--- src/rtl/i2c_scl_timer.sv ---
module i2c_scl_timer #(
  parameter int CW        = 16,
  parameter int HW        = 8,
  parameter int MIN_CNT   = 6,
  parameter int MAX_CNT   = 65525,
  parameter int MIN_SETUP = 2,
  parameter int SS_HI_RST = 'h264,
  parameter int SS_LO_RST = 'h2C2,
  parameter int FS_HI_RST = 'h6E,
  parameter int FS_LO_RST = 'hCF,
  parameter int HOLD_RST  = 1,
  parameter int SETUP_RST = 'h64
) (
  input  logic          clk,
  input  logic          rst_n,
  input  logic [2:0]    ctrl,
  input  logic          cfg_we,
  input  logic [2:0]    cfg_addr,
  input  logic [CW-1:0] cfg_wdata,
  input  logic          scl_in,
  output logic          scl_pull_low,
  output logic          scl_rise,
  output logic          scl_fall,
  output logic          sda_change,
  output logic          sda_sample
);
  localparam int PAD = CW - HW;

  logic [CW-1:0] ss_hi, ss_lo, fs_hi, fs_lo, cnt;
  logic [HW-1:0] hold_q, setup_q;
  logic          phase_low;

  function automatic logic [CW-1:0] clamp_cnt(input logic [CW-1:0] v);
    if (v < CW'(MIN_CNT)) return CW'(MIN_CNT);
    if (v > CW'(MAX_CNT)) return CW'(MAX_CNT);
    return v;
  endfunction

  wire en   = ctrl[0];
  wire fast = ctrl[2];

  wire [CW-1:0] hi_eff    = clamp_cnt(fast ? fs_hi : ss_hi);
  wire [CW-1:0] lo_eff    = clamp_cnt(fast ? fs_lo : ss_lo);
  wire [CW-1:0] hold_w    = {{PAD{1'b0}}, hold_q};
  wire [CW-1:0] setup_w   = (setup_q < HW'(MIN_SETUP)) ? CW'(MIN_SETUP) : {{PAD{1'b0}}, setup_q};
  wire [CW-1:0] chg_limit = (lo_eff > setup_w) ? lo_eff - setup_w : '0;
  wire [CW-1:0] chg_pt    = (hold_w < chg_limit) ? hold_w : chg_limit;

  wire hi_last = cnt == hi_eff - CW'(1);
  wire lo_last = cnt == lo_eff - CW'(1);
  wire hi_seen = en & ~phase_low & scl_in;

  assign scl_pull_low = phase_low;
  assign scl_rise     = hi_seen & (cnt == '0);
  assign scl_fall     = hi_seen & hi_last;
  assign sda_sample   = hi_seen & (cnt == (hi_eff >> 1));
  assign sda_change   = en & phase_low & (cnt == chg_pt);

  always_ff @(posedge clk or negedge rst_n) begin
    if (!rst_n) begin
      ss_hi     <= CW'(SS_HI_RST);
      ss_lo     <= CW'(SS_LO_RST);
      fs_hi     <= CW'(FS_HI_RST);
      fs_lo     <= CW'(FS_LO_RST);
      hold_q    <= HW'(HOLD_RST);
      setup_q   <= HW'(SETUP_RST);
      phase_low <= 1'b0;
      cnt       <= '0;
    end else if (!en) begin
      phase_low <= 1'b0;
      cnt       <= '0;
      if (cfg_we) begin
        case (cfg_addr)
          3'd0: ss_hi   <= cfg_wdata;
          3'd1: ss_lo   <= cfg_wdata;
          3'd2: fs_hi   <= cfg_wdata;
          3'd3: fs_lo   <= cfg_wdata;
          3'd4: hold_q  <= cfg_wdata[HW-1:0];
          3'd5: setup_q <= cfg_wdata[HW-1:0];
          default: ;
        endcase
      end
    end else if (phase_low) begin
      if (lo_last) begin
        phase_low <= 1'b0;
        cnt       <= '0;
      end else begin
        cnt <= cnt + CW'(1);
      end
    end else if (scl_in) begin
      if (hi_last) begin
        phase_low <= 1'b1;
        cnt       <= '0;
      end else begin
        cnt <= cnt + CW'(1);
      end
    end
  end
endmodule

--- config.mk ---
export PLATFORM = sky130hd
export DESIGN_NAME = i2c_scl_timer
export DESIGN_NICKNAME = d
export VERILOG_FILES = /design/src/rtl/i2c_scl_timer.sv
export SDC_FILE = /design/constraint.sdc
export NUM_CORES = 1
export LEC_CHECK = 0
export BUFFER_PORTS_ARGS = -buffer_cell sky130_fd_sc_hd__buf_2
export CORE_UTILIZATION = 37
export DETAILED_ROUTE_END_ITERATION = 12
export SYNTH_ARGS = -nofsm -noshare
export SYNTH_HDL_FRONTEND = slang
export SYNTH_SLANG_ARGS = --single-unit
--- constraint.sdc ---
create_clock -name clk -period 18 [get_ports clk]
set_input_delay 3.6 -clock clk [delete_from_list [all_inputs] [get_ports clk]]
set_output_delay 3.6 -clock clk [all_outputs]
set_load 0.01 [all_outputs]
Word level (Yosys, flattened, before mapping):

Cells that the tools add are included.

* memories: 0
* memory bits (read-only): 0
* logic and storage cells: 75
* latch bits: 0
* memory bits (writable): 0
* register bits: 97

* bitwise logic cells: 9
* add/subtract/negate cells: 4
* eq/ne operators: 10
* reductions and logical operators: 8
* shift operators: 0
* divide/modulo/power cells: 0
* muxes and demuxes: 29
* multiply operators: 0
* magnitude comparators: 7

Operator list (count)
* 16-bit two-way mux: 17
* 16-bit == test: 3
* 16-bit > comparator (second input constant): 2
* 16-bit by 3-bit less-than comparator with 1-bit output (second input constant): 2
* 16-bit by 1-bit subtractor with 16-bit output (second input constant): 2
* 3-bit AND reduction: 6
* 16-bit by 1-bit adder with 16-bit output (second input constant): 1
* 16-bit by 15-bit == test with 1-bit output: 1
* 16-bit by 8-bit > comparator with 1-bit output: 1
* 16-bit logical NOT: 1
* 8-bit by 16-bit less-than comparator with 1-bit output: 1
* 16-bit by 8-bit subtractor with 16-bit output: 1
* 1-bit two-way mux: 11
* 8-bit by 2-bit less-than comparator with 1-bit output (second input constant): 1
* 8-bit two-way mux: 1
* 1-bit bitwise AND: 7
* 3-bit by 2-bit == test with 1-bit output (second input constant): 2
* 3-bit == test (second input constant): 2
* 3-bit by 1-bit == test with 1-bit output (second input constant): 1
* 3-bit logical NOT: 1
* 3-bit by 1-bit inequality test with 1-bit output (second input constant): 1
* 1-bit NOT: 2

Longest topological paths before layout:

* depth after elaboration: 12
* depth in mapped cells: 29
* depth with buffers taken out: 25

Worst setup path after synthesis:

Ideal clock, no wire load.

* kind: input to output
* start: input port ctrl[2]
* end: output port sda_change
* arrival: 8890 ps
* slack: 5510 ps
* data required time: 14400 ps
* stages on the path: 27
* path buffers: 6
* cell sequence: buf_6 > buf_8 > buf_8 > buf_4 > buf_2 > buf_4 > mux2_2 > a21oi_1 > inv_1 > ha_1 > nor2b_1 > o31a_1 > o21ai_0 > a21oi_1 > or3_1 > nand3_1 > ha_1 > and3_1 > and4_1 > a221o_1 > nor3_1 > a211oi_1 > a41oi_1 > nand3_1 > o221ai_1 > o31ai_1 > a211oi_1

* cells in the longest elaborated chain, start to end: 12
* elaborated cells on any way between the ends: 16
* classes of those cells: add/sub (1); order compare (4); eq/ne (1); mux (9); bitwise (1)

RTL lines
* start, declared: line 16 `input logic [2:0] ctrl,`
* 16-bit two-way mux *: line 43 `wire [CW-1:0] lo_eff = clamp_cnt(fast ? fs_lo : ss_lo);`
* 16-bit > comparator: line 35 `if (v > CW'(MAX_CNT)) return CW'(MAX_CNT);`
* 1-bit two-way mux (2 in series): line 35
* 16-bit two-way mux: line 36 `return v;`
* 16-bit two-way mux *: line 35
* 16-bit by 8-bit subtractor with 16-bit output or 16-bit by 8-bit > comparator with 1-bit output (tied branches): line 46 `wire [CW-1:0] chg_limit = (lo_eff > setup_w) ? lo_eff - setup_w : '0;`
* 16-bit two-way mux *: line 46
* 8-bit by 16-bit less-than comparator with 1-bit output: line 47 `wire [CW-1:0] chg_pt = (hold_w < chg_limit) ? hold_w : chg_limit;`
* 16-bit two-way mux *: line 47
* 16-bit == test *: line 57 `assign sda_change = en & phase_low & (cnt == chg_pt);`
* 1-bit bitwise AND *: line 57
* end, declared: line 24 `output logic sda_change,`

Mark *: on every way between the ends. The rest lies on a longest branch, timed or not. The select of a mux whose other input is x is not followed.

Final worst setup path:

Ends and elaborated chain as after synthesis.

==> metrics.yaml <==
diode_count: 0
finClkSkew_ps: 9.56
synth_top_cell_area_share: 0.246
post_drt_wl_per_cell_um: 19.1
place_hpwl_um: 14900
total_of_max_cap_violations: 0
worstPathArrival_ps: 10200
grt-ovfl-total: 0
die_area_um2: 21000
ios: 31
final-max-slew-violation-count: 0
synth_common_cells: "84 x sky130_fd_sc_hd__mux2_2, 74 x sky130_fd_sc_hd__dfrtp_1, 66 x sky130_fd_sc_hd__nand2_1"
htreeDepth: 3
critPathSlowestCell: "sky130_fd_sc_hd__buf_4"
drt-initial-drc-count: 396
detail_route.first_pass.iterations: 4
critical_path.max_fanout: 87
floorplan.core_area_um2: 19700
initial_core_util: 0.383
register_clock_pin_slew_on_the_reported_worst_setup_and_hold_paths_ps: 70
final_nets: 832
static-leakage-power_nw: 3.37
regArea_um2: 2460
first_global_vias: 5734
ys_ff_latch: 97
final_period_utilization: 0.767
power.ir.vdd_worst_v: 0.0000607
tritoncts: "yes"
row_count: 51
die-height_um: 145
hp-class: "flip-flop to flip-flop"
ys.warnings.count: 0
grt_setup_unrepaired: "false"
finalCriticalPeriod_ps: 13800
critical_path_required_ps: 14400
critPathMaxStageDelay_ps: 750
cts_max_path_buffers: 2
synth_area_um2: 7540
ys_types: 83
post_cts_resized: 0
postCtsSetupRepairBufs: 0
num-fill-cells: 1943
register_area_share_after_synthesis: 0.326
layout_setup_ws_ps: 4200
post_synth.cell_area_avg_um2: 9.66
globalplace.congestion: 0.935
largest_net_degree_at_the_start_of_global_routing: 88
area.growth.synth_to_final_pct: 7.96
worst_slew_pin_slew_ps: 1010
cts-root-buf: "sky130_fd_sc_hd__clkbuf_16"
finalHoldViolCount: 0
avgViaCountPerCell: 5.75
report.final.setup_viol: 0
cts-buffers-inserted: 9
wl_um: 20200
crit_path_cell_trace: "buf_4, or3b_2, a2bb2o_2, and4bb_1, nor2_1, nand2_1, ha_1, nor2b_1, o31a_1, o31ai_1, nand2_1, nand2_1, ha_1, and3_1, and4_1, a221o_1, nor3_1, a211oi_1, a41oi_1, nand3_1, o221ai_1, o31ai_1, a211oi_1, buf_2"
critical-path-top-cell-by-count: "sky130_fd_sc_hd__nand2_1"
drive_above_1_share: 0.250
synth_most_common_cell: "sky130_fd_sc_hd__mux2_2"
vias: 6067
clock_sinks: 97
ctsHoldBuffers: 0
placement.io_buffers: 29
yosysTopAreaCell: "sky130_fd_sc_hd__dfrtp_1"
grt_antenna_before_repair: 0
timing.critical_path.from_type: "input port"
die_w_um: 145
multi_input_area_um2: 4790
synth_fp_nets: 827
final_antenna_net_count: 0
clkLatencyLatePin_ps: 360
power.density_nw_per_um2: 109
worst_path_dominant_cell_family: "simple AND/OR/NAND/NOR gates"
grt_first_pass_wirelength_um: 32300
worstSetupEndpointType: "output port"
relSlewSlack: 0.323
path_class: "input port to output port"
remaining_drc_errors: 0
main_synth_ff_type: "sky130_fd_sc_hd__dfrtp_1"
synth-edff-count: 0
netlist_top_cells_area: "sky130_fd_sc_hd__dfrtp_1 25%, sky130_fd_sc_hd__mux2_2 13%, sky130_fd_sc_hd__dfstp_2 8.0%"
netlist_instances: 781
post-layout-total-power_mw: 0.886
critical_path.n_buffers_inverters: 2
grt.total_usage: 0.206
status: "finished clean"
dp_slack_ps: 4260
totalNegativeSetupSlack_ps: 0
maxClockFrequency_mhz: 72.5
synthArstFlopShare: 1.00
## layer usage
metal	routed length, µm	GRT usage	vias up	share of wire
met5	0	0	-	0
met4	497	0.0737	0	0.025
met3	957	0.0375	29	0.047
met1	9960	0.297	2968	0.49
li1	-	-	2914	-
met2	8760	0.305	156	0.43
## final timing paths
kind / start / endpoint / slack (ps) / cells past startpoint
worst min-delay path: setup_q[0] / setup_q[0] / 520 / 1
min in group asynchronous: rst_n / setup_q[1] / 3210 / 1
worst max-delay path: ctrl[2] / sda_change / 4200 / 24
worst min register to register: setup_q[0] / setup_q[0] / 520 / 1
max in group asynchronous: rst_n / fs_hi[4] / 13610 / 2
worst max register to register: ss_hi[2] / cnt[15] / 12930 / 14
## worst reg2reg max path, cell delays in order, from the launching register on
cell and delay (ps):
sky130_fd_sc_hd__dfstp_2 590, sky130_fd_sc_hd__a211oi_1 90, sky130_fd_sc_hd__a21oi_1 340, sky130_fd_sc_hd__a21boi_0 510, sky130_fd_sc_hd__nand2_1 170, sky130_fd_sc_hd__a21oi_1 280
sky130_fd_sc_hd__ha_1 280, sky130_fd_sc_hd__o211ai_1 180, sky130_fd_sc_hd__nor4_1 490, sky130_fd_sc_hd__nor2b_1 250, sky130_fd_sc_hd__mux2_1 340, sky130_fd_sc_hd__o31a_1 310
sky130_fd_sc_hd__or4_1 420, sky130_fd_sc_hd__o32a_2 380, sky130_fd_sc_hd__a32o_1 330
## cells in the final DEF (no fill, tap or decap), drive strengths merged, types with 15 or more instances in the layout
master and count:
dfstp 23, nand2 66, nor4b 15, o21ai 31
nand4 15, nor3 26, or3 15, xnor2 48
nor4 15, dfrtp 74, xor2 19, nand3 21
inv 28, and3 18, a21oi 29, nor2 32
buf 33, mux2 85, ha 19, mux2i 30
## through the flow
stage | hold WS (ps) | cell area (µm²) | std cells | util
2_1_floorplan | 480 | 7540 | 781 | -
3_3_place_gp | 490 | 7850 | 1040 | 0.398
3_5_place_dp | 511 | 7850 | 1040 | 0.398
4_1_cts | 527 | 8140 | 1056 | 0.413
5_1_grt | 545 | 8140 | 1056 | 0.413
6_report | 522 | 8140 | 1056 | 0.413
## sequential cells by signal, indices dropped and copies added (netlist names)
| name | flops |
|---|---|
| cnt | 16 |
| fs_hi | 16 |
| fs_lo | 16 |
| hold_q | 8 |
| scl_pull_low | 1 |
| setup_q | 8 |
| ss_hi | 16 |
| ss_lo | 16 |
## layout make-up
class                      count  share of cell area
clock inverter                 7             0.00876
timing repair buffer          33              0.0221
inverter                      24              0.0111
tap                          265              0.0407
clock buffer                   9              0.0277
multi-input combinational    621               0.588
sequential                    97               0.302
## where the power goes
| group | internal, mW | switching, mW | leakage (nW) | total, mW |
|---|---|---|---|---|
| logic | 0.170 | 0.196 | 2.05 | 0.366 |
| registers | 0.270 | 0.0542 | 1.17 | 0.324 |
| clock network | 0.0981 | 0.0981 | 0.146 | 0.196 |
| total | 0.539 | 0.348 | 3.37 | 0.886 |
## cell families after synthesis
kind of cell             count (synthesis)  share of synthesized area
buffers and inverters                   63                     0.0415
multiplexers                           115                      0.173
AO/OA/AOI/OAI                          136                      0.127
XOR/XNOR                                67                     0.0788
flip-flops                              97                      0.326
adder cells (fa/ha/maj)                 20                     0.0342
AND/OR/NAND/NOR                        283                      0.219
Power figures use the tool's default switching activity.
